### src/rtl/mpu_pkg.sv
package mpu_pkg;

    localparam int ADDR_W  = 32;
    localparam int FAULT_W = 12;
    localparam int GRAN_W  = 5;
    localparam int HI_W    = ADDR_W - GRAN_W;

    localparam logic [FAULT_W-1:0] FLT_OK         = 12'h000;
    localparam logic [FAULT_W-1:0] FLT_BACKGROUND = 12'h000;
    localparam logic [FAULT_W-1:0] FLT_PERMISSION = 12'h00D;

    localparam logic [11:0] PERIPH_TOP = 12'hE00;
    localparam logic [2:0]  SYS_TOP    = 3'b111;

    typedef enum logic [1:0] {
        ACC_READ  = 2'd0,
        ACC_WRITE = 2'd1,
        ACC_FETCH = 2'd2,
        ACC_RSVD  = 2'd3
    } acc_e;

    typedef enum logic [1:0] {
        PATH_DEFAULT = 2'd0,
        PATH_REGION  = 2'd1,
        PATH_MULTI   = 2'd2,
        PATH_MISS    = 2'd3
    } path_e;

    typedef enum logic {
        ST_IDLE = 1'b0,
        ST_RESP = 1'b1
    } rsp_state_e;

    typedef struct packed {
        logic x;
        logic w;
        logic r;
    } perm_t;

    typedef struct packed {
        logic [HI_W-1:0] lo_hi;
        logic [1:0]      ap;
        logic            xn;
        logic [HI_W-1:0] hi_hi;
        logic            en;
    } region_t;

    function automatic logic in_periph(input logic [ADDR_W-1:0] a);
        return a[ADDR_W-1:ADDR_W-12] == PERIPH_TOP;
    endfunction

    function automatic logic in_system(input logic [ADDR_W-1:0] a);
        return a[ADDR_W-1:ADDR_W-3] == SYS_TOP;
    endfunction

endpackage

### src/rtl/mpu_access_decide.sv
module mpu_access_decide
    import mpu_pkg::*;
(
    input  logic                ctl_enable,
    input  logic                ctl_bg_en,
    input  logic                priv,
    input  logic [ADDR_W-1:0]   addr,
    input  logic [1:0]          acc,
    input  logic                any_hit,
    input  logic                multi_hit,
    input  logic [1:0]          ap,
    input  logic                xn,
    output perm_t               perm,
    output logic                allow,
    output logic [FAULT_W-1:0]  fault,
    output logic                region_vld
);

    path_e path;
    logic  sys_space;
    logic  bypass;

    assign sys_space = in_system(addr);
    assign bypass    = !ctl_enable || in_periph(addr) || (ctl_bg_en && priv);

    always_comb begin
        if (bypass)         path = PATH_DEFAULT;
        else if (multi_hit) path = PATH_MULTI;
        else if (any_hit)   path = PATH_REGION;
        else                path = PATH_MISS;
    end

    always_comb begin
        perm       = '0;
        region_vld = 1'b0;
        unique case (path)
            PATH_DEFAULT: begin
                perm.r = 1'b1;
                perm.w = 1'b1;
                perm.x = !sys_space;
            end
            PATH_REGION: begin
                region_vld = 1'b1;
                perm.r     = priv || ap[0];
                perm.w     = (priv || ap[0]) && !ap[1];
                perm.x     = (perm.r || perm.w) && !xn && !sys_space;
            end
            PATH_MULTI: perm = '0;
            PATH_MISS:  perm = '0;
        endcase
    end

    always_comb begin
        unique case (acc_e'(acc))
            ACC_READ:  allow = perm.r;
            ACC_WRITE: allow = perm.w;
            ACC_FETCH: allow = perm.x;
            ACC_RSVD:  allow = 1'b0;
        endcase
        if (allow)                  fault = FLT_OK;
        else if (path == PATH_MISS) fault = FLT_BACKGROUND;
        else                        fault = FLT_PERMISSION;
    end

endmodule

### config.mk
export PLATFORM = sky130hd
export DESIGN_NAME = mpu_access_decide
export DESIGN_NICKNAME = d
export VERILOG_FILES = /design/src/rtl/mpu_pkg.sv /design/src/rtl/mpu_access_decide.sv
export SDC_FILE = /design/constraint.sdc
export NUM_CORES = 1
export LEC_CHECK = 0
export ABC_AREA = 1
export BUFFER_PORTS_ARGS = -buffer_cell sky130_fd_sc_hd__clkbuf_2
export CELL_PAD_IN_SITES_DETAIL_PLACEMENT = 1
export CELL_PAD_IN_SITES_GLOBAL_PLACEMENT = 1
export CORE_UTILIZATION = 13
export DETAILED_ROUTE_END_ITERATION = 8
export PLACE_DENSITY = 0.85
export REMOVE_ABC_BUFFERS = 1
export SYNTH_ARGS = -nofsm -noshare
export SYNTH_HDL_FRONTEND = slang
export SYNTH_SLANG_ARGS = --single-unit
### constraint.sdc
create_clock -name vclk -period 1.1
set_input_delay 0.11 -clock vclk [all_inputs]
set_output_delay 0.11 -clock vclk [all_outputs]
set_load 0.05 [all_outputs]
**Word-level counts from Yosys, hierarchy flattened**

Index checks and enable logic that the tools add are counted.
Widths: inputs -> output; s select.

- Register bits after elaboration: 0
- Word-level logic and storage cells: 31

- Equal/unequal tests: 8
- Mux-type cells: 8
- Reductions and logical operators: 15

Operator list:

| cell | count |
|---|---|
| $eq 12x12->1 const B | 1 |
| $pmux 3 s3 | 1 |
| $eq 2x2->1 const B | 4 |
| $mux 4 | 2 |
| $mux 2 | 3 |
| $eq 2x1->1 const B | 2 |
| $logic_and 1x1->1 | 4 |
| $logic_not 1->1 | 4 |
| $logic_not 2->1 | 2 |
| $logic_or 1x1->1 | 4 |
| $pmux 1 s4 | 1 |
| $eq 3x3->1 const B | 1 |
| $reduce_or 2->1 | 1 |
| $mux 1 | 1 |

**Longest topological paths before layout**

Gate-level depths: netlist of run 1.

- Depth in word-level cells: 9
- Depth in mapped cells: 9

**Worst setup path after synthesis of run 1**

Ideal clock, no wire load.

- Kind: in2out
- From: input ctl_enable
- To: output fault[2]
- Data arrival time: 1.935 ns
- Setup slack: -0.945 ns
- Stages on the path: 6
- Path buffers: 1
- Path through: a21boi_4 > o211ai_2 > nand2_2 > nand3_2 > nor2_2 > buf_4

RTL lines:

| what | RTL line | source |
|---|---|---|
| from (decl) | mpu_access_decide.sv:4 | `input logic ctl_enable,` |
| to (decl) | mpu_access_decide.sv:15 | `output logic [FAULT_W-1:0] fault,` |

**Worst setup path after layout of run 1**

- From: input any_hit
- To: output fault[3]

- Word-level cells in the longest chain between the ends: 8
- Elaborated cells between the ends (all ways): 12
- Those cells by class: eq/ne (3); mux (7); reduce/logical (2)

Ends and longest elaborated chain:

| what | RTL line | source |
|---|---|---|
| from (decl) | mpu_access_decide.sv:9 | `input logic any_hit,` |
| $mux 2 (*) | mpu_access_decide.sv:29 | `else if (any_hit) path = PATH_REGION;` |
| $mux 2 (*) | mpu_access_decide.sv:28 | `else if (multi_hit) path = PATH_MULTI;` |
| $mux 2 (*) | mpu_access_decide.sv:27 | `if (bypass) path = PATH_DEFAULT;` |
| $eq 2x2->1 (on tied branches) | mpu_access_decide.sv:36, mpu_access_decide.sv:61 |  |
| $reduce_or 2->1 (no source line) | - |  |
| $pmux 3 s3 | mpu_access_decide.sv:36 | `unique case (path)` |
| $pmux 1 s4 | mpu_access_decide.sv:54 | `unique case (acc_e'(acc))` |
| $mux 4 (*) | mpu_access_decide.sv:60 | `if (allow) fault = FLT_OK;` |

Mark *: on every way between the ends. The rest lies on a longest branch, timed or not.

==> results of run 1 <==
cells by family (layout without fill, tap and decap cells):
family / after synthesis / count (layout) / synth area share [%]
compound gates: 4 / 4 / 16.7
buf+inv: 16 / 41 / 35.5
simple gates: 24 / 24 / 46.5
other cells: 1 / 9 / 1.31
routing by layer:
| layer | up-vias | routed length [µm] | global-route usage, % |
|---|---|---|---|
| met5 | - | 0 | 0 |
| met4 | 0 | 0 | 0 |
| met2 | 23 | 544 | 16.9 |
| met3 | 0 | 52 | 0 |
| li1 | 186 | - | - |
| met1 | 162 | 302 | 7.12 |
power groups by stage:
stage               Clock (µW)  Sequential [µW]  Combinational, µW
finish                       0                0                402
CTS                          0                0                362
floorplan                    0                0                225
global placement             0                0                308
detailed placement           0                0                312
global route                 0                0                423
Yosys cell counts:
| cell | n | area share, % |
|---|---|---|
| buf_4 | 11 | 29 |
| nor2_1 | 8 | 11 |
| inv_1 | 5 | 6.6 |
| nand2_1 | 5 | 6.6 |
| nand2_2 | 2 | 4.4 |
| nand3_2 | 2 | 7.0 |
| nor2_2 | 2 | 4.4 |
| nor3_1 | 2 | 3.5 |
| a21boi_1 | 1 | 2.6 |
| a21boi_4 | 1 | 6.6 |
| conb_1 | 1 | 1.3 |
| nand3_1 | 1 | 1.8 |
| nand3_4 | 1 | 6.1 |
| o211ai_2 | 1 | 4.4 |
| o21ai_2 | 1 | 3.1 |
| or2_1 | 1 | 2.2 |
metrics by stage:
step / area (µm²) / utilization, % / worst slack, ns / setup TNS (ns) / total power, µW
floorplan: 233 / - / -1.34 / -4.77 / 225
global placement: 439 / 21.7 / -0.196 / -0.987 / 308
detailed placement: 439 / 21.7 / -0.217 / -1.12 / 312
CTS: 515 / 25.5 / -0.149 / -0.729 / 362
global route: 572 / 28.3 / -0.226 / -1.18 / 423
finish: 572 / 28.3 / -0.135 / -0.563 / 402
final timing paths:
check | end | slack [ns]
worst max-delay path | fault[3] | -0.14
worst min-delay path | region_vld | 0.61
final cells by class:
class	count	share of cell area [%]
well taps	27	5.91
inverters	5	3.28
multi-input cells	37	43.1
repair buffers	36	47.7
timing repair:
item,in CTS,in global routing
pin swaps,4,6
resized for setup,16,17
setup buffers,1,2
endpoints found under the setup margin,8,8
endpoints found under the hold margin,0,0
==> key figures, run 1 <==
Worst setup path
  • Critical Path End Type: primary output
  • Buf/Inv on CP: 3
  • CP arrival: 1.13 ns
  • Most frequent CP cell: nand3_4
  • Slowest stage delay, CP: 0.17 ns
  • CP startpoint kind: input pin
  • Slowest cell on crit path: nor2_4
  • Worst EP required: 0.99 ns
  • Crit-path max FO: 4
  • Cell family with most CP delay: simple AND/OR/NAND/NOR gates
  • Critical Path, Cell by Cell: clkbuf_2 -> inv_1 -> nor2_1 -> o21ai_2 -> nand3_4 -> nand2_2 -> nand3_4 -> nor2_4 -> buf_8
  • Critical path class: in -> out
  • Levels on crit path: 9
  • Crit path launch: any_hit

Cells and area
  • Most common cell after layout, fill and taps aside: clkbuf_2
  • FF+latch count: 0
  • Post-route insts no fill: 105
  • Final nets: 122
  • Layout area overhead: 100%
  • Register area: 0 µm²
  • Clk_buf instances: 0
  • Area taken by multi-input logic gates: 246 µm²
  • Ratio of cells with drive above 1 in the final layout: 65.4%
  • Layout fillers: 258
  • Ant diodes: 0
  • Most frequent cells in the layout: clkbuf_2, conb_1, nor2_1

Floorplanning
  • Top-Level Pins: 59
  • Die Wd: 48.8 µm
  • Die ar.: 2390 µm²
  • Die Height: 48.8 µm
  • Starting density of the core: 14.1%
  • Core Footprint: 2020 µm²
  • Row cnt: 16

Placed design
  • # port buffers: 30
  • HPWL after detailed placement: 781 µm
  • Placed Instances: 102
  • Routability Congestion: 0.719

Global routing
  • Largest net degree at the start of global routing: 5
  • Remaining Overflow, GRT: 0
  • Number of global-route vias before repair: 351
  • Initial antenna violation count: 0
  • All-Layer GR Usage: 7.24%
  • First-pass GRT wire length: 1440 µm

Synth
  • Count of unique library cells instantiated by Yosys: 16
  • Syn Area/Cell: 6.34 µm²
  • Yosys warning total: 0
  • Synth Cell Area: 285 µm²
  • Sequential share of the synthesized area: 0%
  • Synth Instances: 45

Job
  • Max-capacitance violation count: 0

Power
  • Switching power: 257 µW
  • Sequential power share: 0%
  • Sw Ratio: 63.8%
  • Maximum VDD drop: 0.229 mV
  • Clock power share: 0%
  • Leakage power: 0.000309 µW
  • Power Dens Cells: 703 nW/µm²
  • Int Power: 146 µW
  • Combinational Power Share: 100.0%

Detailed routing
  • Via/cell ratio: 3.53
  • WL final: 899 µm
  • Via count: 371
  • Detail Route Antenna Nets: 0
  • Detailed Route Iter0 Violations: 2
  • First-pass DRT Iterations: 2
  • DRC Markers: 0
  • Wire length per cell: 8.56 µm

Timing
  • Final Critical Period: 1.24 ns
  • Hold Violations, Final: 0
  • Final setup fails: 5
  • Final period util: 112%
  • Fmax: 0.810 GHz
  • Worst hold slack: 0.606 ns
  • Setup ws final: -0.135 ns
  • Unrepaired setup endpoints after global routing: yes
  • Max-slew violations: 0

Hold path
  • HP Start: multi_hit
  • Hold crit path type: in -> out
  • WHS Path Cells: 4

Outcome
  • Status: finished with violations
  • Failing checks: setup timing

Clocking
  • Hold_buf cts: 0
No activity file was read; power rests on OpenSTA's default activity.
==> inputs of run 2 (changes only) <==
--- a/config.mk
+++ b/config.mk
@@ -6,12 +6,13 @@
 export NUM_CORES = 1
 export LEC_CHECK = 0
 export ABC_AREA = 1
-export BUFFER_PORTS_ARGS = -buffer_cell sky130_fd_sc_hd__clkbuf_2
 export CELL_PAD_IN_SITES_DETAIL_PLACEMENT = 1
 export CELL_PAD_IN_SITES_GLOBAL_PLACEMENT = 1
-export CORE_UTILIZATION = 13
+export CORE_AREA = 2 2 39 41
 export DETAILED_ROUTE_END_ITERATION = 8
-export PLACE_DENSITY = 0.85
+export DIE_AREA = 0 0 41 43
+export DONT_BUFFER_PORTS = 1
+export PLACE_DENSITY = 0.58
 export REMOVE_ABC_BUFFERS = 1
 export SYNTH_ARGS = -nofsm -noshare
 export SYNTH_HDL_FRONTEND = slang
==> key figures, run 2 (synthesis gave the netlist of run 1 again) <==
Worst setup path
  • Crit path launch: addr[23] (was any_hit)
  • CP startpoint kind: input pin (unchanged)
  • Crit path capture: fault[2] (was fault[3])
  • Crit-path max FO: 3 (was 4)
  • Critical Path End Type: primary output (unchanged)
  • Critical path class: in -> out (unchanged)
  • CP arrival: 1.01 ns (was 1.13 ns)
  • Worst EP required: 0.99 ns (about the same)

Cells and area
  • Final nets: 94 (was 122)
  • Ant diodes: 0 (unchanged)
  • Most frequent cells in the layout: conb_1, nor2_1, buf_4 (was clkbuf_2, conb_1, nor2_1)
  • Clk_buf instances: 0 (unchanged)
  • Layout area overhead: 25.9% (was 100%)
  • Most common cell after layout, fill and taps aside: conb_1 (was clkbuf_2)
  • FF+latch count: 0 (unchanged)
  • Ratio of cells with drive above 1 in the final layout: 44.0% (was 65.4%)
  • Register area: 0 µm² (unchanged)

Timing
  • Final Critical Period: 1.12 ns (was 1.24 ns)
  • Final period util: 102% (was 112%)
  • Worst hold slack: 0.383 ns (was 0.606 ns)
  • Hold Violations, Final: 0 (unchanged)
  • Unrepaired setup endpoints after global routing: yes (unchanged)
  • Fmax: 0.892 GHz (was 0.810 GHz)
  • Max-slew violations: 0 (unchanged)
  • Setup ws final: -0.0212 ns (was -0.135 ns)
  • Final setup fails: 3 (was 5)

Detailed routing
  • Detail Route Antenna Nets: 0 (unchanged)
  • Via count: 267 (was 371)
  • Detailed Route Iter0 Violations: 2 (unchanged)
  • Wire length per cell: 9.30 µm (was 8.56 µm)
  • DRC Markers: 0 (unchanged)
  • First-pass DRT Iterations: 4 (was 2)
  • WL final: 614 µm (was 899 µm)
  • Via/cell ratio: 4.05 (was 3.53)

Placed design
  • # port buffers: 0 (was 30)
  • Routability Congestion: 0.590 (was 0.719)
  • HPWL after detailed placement: 609 µm (was 781 µm)
  • Worst slack at placement: -0.0789 ns (was -0.217 ns)

Floorplanning
  • Top-Level Pins: 59 (unchanged)
  • Core Footprint: 1380 µm² (was 2020 µm²)
  • Die Height: 43 µm (was 48.8 µm)
  • Row cnt: 14 (was 16)
  • Starting density of the core: 20.6% (was 14.1%)
  • Die ar.: 1760 µm² (was 2390 µm²)
  • Die Wd: 41 µm (was 48.8 µm)

Power
  • Maximum VDD drop: 0.159 mV (was 0.229 mV)
  • Switching power: 221 µW (was 257 µW)
  • Clock power share: 0% (about the same)
  • Leakage power: 0.000176 µW (was 0.000309 µW)
  • Power Dens Cells: 842 nW/µm² (was 703 nW/µm²)
  • Sequential power share: 0% (about the same)
  • Combinational Power Share: 100.0% (about the same)
  • Int Power: 81.6 µW (was 146 µW)
  • Sw Ratio: 73.0% (was 63.8%)

Job
  • Max-capacitance violation count: 0 (unchanged)

Outcome
  • Status: finished with violations (unchanged)
  • Failing checks: setup timing (unchanged)

Global routing
  • Remaining Overflow, GRT: 0 (unchanged)
  • All-Layer GR Usage: 7.29% (was 7.24%)
  • Initial antenna violation count: 0 (unchanged)
  • Number of global-route vias before repair: 244 (was 351)
  • Largest net degree at the start of global routing: 5 (unchanged)
  • First-pass GRT wire length: 979 µm (was 1440 µm)

Clocking
  • Hold_buf cts: 0 (unchanged)

Hold path
  • Hold crit path type: in -> out (unchanged)
[run 2: area by class of cell]
| cell class | count | area [µm²] |
|---|---|---|
| multi-input combinational | 37 | 231 |
| tap | 16 | 20.0 |
| inverter | 5 | 18.8 |
| fill | 186 | 1020 |
| timing repair buffer | 8 | 88.8 |
[run 2: what timing repair did]
action                                  4_1_cts  5_1_grt
endpoints found under the setup margin        4        6
pin swaps                                     2        0
setup buffers                                 1        0
resized for setup                             1        4
[run 2: metrics by stage]
step                util, %  power (µW)  setup TNS, ns  std cells  cell area, µm²
finish                 25.9         302        -0.0636         66             359
global route           25.9         318         -0.478         66             359
CTS                    25.0         301         -0.137         66             345
detailed placement     24.2         296         -0.276         65             335
global placement       24.2         294         -0.161         65             335
floorplan                 -         225          -4.77         42             233
[run 2: how the worst min path moves through the flow]
stage	from	to	slack (ns)	cells after the start
floorplan	multi_hit	region_vld	0.41	1
CTS	multi_hit	region_vld	0.43	2
global placement	multi_hit	region_vld	0.43	2
global route	multi_hit	region_vld	0.39	2
detailed placement	multi_hit	region_vld	0.43	2
finish	multi_hit	region_vld	0.38	2
[run 2: power by group through the flow]
stage / logic, µW / clock network [µW] / registers [µW]
after global routing: 318 / 0 / 0
after global placement: 294 / 0 / 0
after floorplan: 225 / 0 / 0
after detailed placement: 296 / 0 / 0
final: 302 / 0 / 0
after CTS: 301 / 0 / 0
[run 2: routing by layer]
layer | track usage (%) | wire, µm
met2 | 13.8 | 309
met5 | 0 | 0
met4 | 0 | 0
met1 | 7.91 | 177
met3 | 2.09 | 127
[run 2: worst max-delay path, stage by stage]
cell	delay, ns
or2_1	0.22
nor2_2	0.09
nand2_2	0.10
o211ai_2	0.09
nand2_2	0.07
nand3_2	0.10
nor2_4	0.04
buf_12	0.18
==> inputs of run 3 (changes only) <==
--- a/config.mk
+++ b/config.mk
@@ -12,7 +12,8 @@
 export DETAILED_ROUTE_END_ITERATION = 8
 export DIE_AREA = 0 0 41 43
 export DONT_BUFFER_PORTS = 1
-export PLACE_DENSITY = 0.58
+export PLACE_DENSITY = 0.6
+export RECOVER_POWER = 25
 export REMOVE_ABC_BUFFERS = 1
 export SYNTH_ARGS = -nofsm -noshare
 export SYNTH_HDL_FRONTEND = slang
==> constraint.sdc (replaced) <==
create_clock -name vclk -period 1
set_input_delay 0.1 -clock vclk [all_inputs]
set_output_delay 0.1 -clock vclk [all_outputs]
set_load 0.05 [all_outputs]
==> key figures, run 3 (synthesis gave the netlist of run 1 again) <==
Cells and area
  • Layout area overhead: 39.9% (was 25.9%)
  • Register area: 0 µm² (unchanged)
  • Ratio of cells with drive above 1 in the final layout: 51.0% (was 44.0%)
  • Final Util: 28.8% (was 25.9%)
  • Layout fillers: 185 (was 186)
  • Most frequent cells in the layout: conb_1, nor2_1, nand2_2 (was conb_1, nor2_1, buf_4)
  • FF+latch count: 0 (unchanged)
  • Most common cell after layout, fill and taps aside: conb_1 (unchanged)
  • Clk_buf instances: 0 (unchanged)
  • Final nets: 95 (was 94)
  • Ant diodes: 0 (unchanged)

Timing
  • Fmax: 0.891 GHz
  • Max-slew violations: 0 (unchanged)
  • Unrepaired setup endpoints after global routing: yes (unchanged)
  • Setup ws final: -0.122 ns (was -0.0212 ns)
  • Final period util: 112%
  • Hold Violations, Final: 0 (unchanged)
  • Final Critical Period: 1.12 ns
  • Final setup fails: 4 (was 3)

Worst setup path
  • Buf/Inv on CP: 1 (unchanged)
  • Slowest cell on crit path: or2_1 (unchanged)
  • Critical Path, Cell by Cell: or2_1 -> nor2_2 -> nand2_2 -> nand3_4 -> nand2_2 -> nand3_4 -> nor2_4 -> buf_12 (was or2_1 -> nor2_2 -> nand2_2 -> o211ai_2 -> nand2_2 -> nand3_2 -> nor2_4 -> buf_12)
  • Critical path class: in -> out (unchanged)
  • CP startpoint kind: input pin (unchanged)
  • CP arrival: 1.02 ns (was 1.01 ns)
  • Crit path launch: addr[23] (unchanged)
  • Cell family with most CP delay: simple AND/OR/NAND/NOR gates (unchanged)
  • Critical Path End Type: primary output (unchanged)
  • Worst EP required: 0.90 ns (was 0.99 ns)
  • Crit-path max FO: 4 (was 3)
  • Slowest stage delay, CP: 0.22 ns (about the same)

Floorplanning
  • Top-Level Pins: 59 (unchanged)
  • Die Height: 43 µm (unchanged)
  • Row cnt: 14 (unchanged)
  • Die Wd: 41 µm (unchanged)
  • Core Footprint: 1380 µm² (unchanged)
  • Starting density of the core: 20.6% (unchanged)
  • Die ar.: 1760 µm² (unchanged)

Job
  • Max-capacitance violation count: 0 (unchanged)

Global routing
  • First-pass GRT wire length: 1040 µm (was 979 µm)
  • Initial antenna violation count: 0 (unchanged)
  • Remaining Overflow, GRT: 0 (unchanged)
  • All-Layer GR Usage: 7.69% (was 7.29%)
  • Largest net degree at the start of global routing: 5 (unchanged)
  • Number of global-route vias before repair: 263 (was 244)

Power
  • Maximum VDD drop: 0.188 mV (was 0.159 mV)
  • Power Dens Cells: 892 nW/µm² (was 842 nW/µm²)
  • Leakage power: 0.000186 µW (was 0.000176 µW)

Detailed routing
  • Via count: 277 (was 267)
  • First-pass DRT Iterations: 1 (was 4)
  • DRC Markers: 0 (unchanged)
  • Detail Route Antenna Nets: 0 (unchanged)
  • Via/cell ratio: 4.13 (was 4.05)
  • Wire length per cell: 10.4 µm (was 9.30 µm)
  • WL final: 698 µm (was 614 µm)
  • Detailed Route Iter0 Violations: 0 (was 2)

Placed design
  • Routability Congestion: 0.549 (was 0.590)
  • # port buffers: 0 (unchanged)
  • Worst slack at placement: -0.139 ns (was -0.0789 ns)

Hold path
  • HP Start: multi_hit (unchanged)
  • Hold crit path type: in -> out (unchanged)
  • Hold endpoint: region_vld (unchanged)
  • WHS Path Cells: 2 (unchanged)

Clocking
  • Hold_buf cts: 0 (unchanged)

Outcome
  • Failing checks: setup timing (unchanged)
  • Status: finished with violations (unchanged)
-- run 3: stage by stage --
step                      hold slack [ns]  TNS [ns]  instances  total power (µW)  cell area (µm²)
after floorplan                     0.389     -5.25         42               248              233
after global placement              0.405    -0.511         66               325              343
after detailed placement            0.406    -0.562         66               327              343
after CTS                           0.396    -0.424         67               336              362
after global routing                0.364    -0.951         67               374              399
final                               0.363    -0.457         67               356              399
-- run 3: report_power, final --
group	internal (µW)	total [µW]	leakage, µW	switching, µW
clock network	0	0	0	0
logic	103	356	0.000186	253
registers	0	0	0	0
-- run 3: worst max path at each step --
stage | endpoint | slack, ns | cells past startpoint
6_report | fault[0] | -0.12 | 8
3_5_place_dp | fault[0] | -0.14 | 8
2_1_floorplan | fault[0] | -1.42 | 5
3_3_place_gp | fault[0] | -0.13 | 8
5_1_grt | fault[0] | -0.22 | 8
4_1_cts | fault[0] | -0.11 | 8
-- run 3: layout make-up --
class | instances | area [µm²] | share of cell area, %
well taps | 16 | 20.0 | 5.02
multi-input cells | 37 | 253 | 63.3
inverters | 5 | 18.8 | 4.70
repair buffers | 9 | 108 | 27.0
-- run 3: what timing repair did --
item / 4_1_cts / 5_1_grt
gates resized for setup: 3 / 10
buffers inserted: 1 / 1
pin swaps: 2 / 0
setup endpoints to repair: 6 / 7
-- run 3: routing by layer --
layer  track usage [%]  part of all wire (%)  vias to the layer above
met3                 0                    16                        0
met5                 0                     0                        -
li1                  -                     -                      132
met1              8.86                    23                      121
met4                 0                     0                        0
met2              15.3                    60                       24
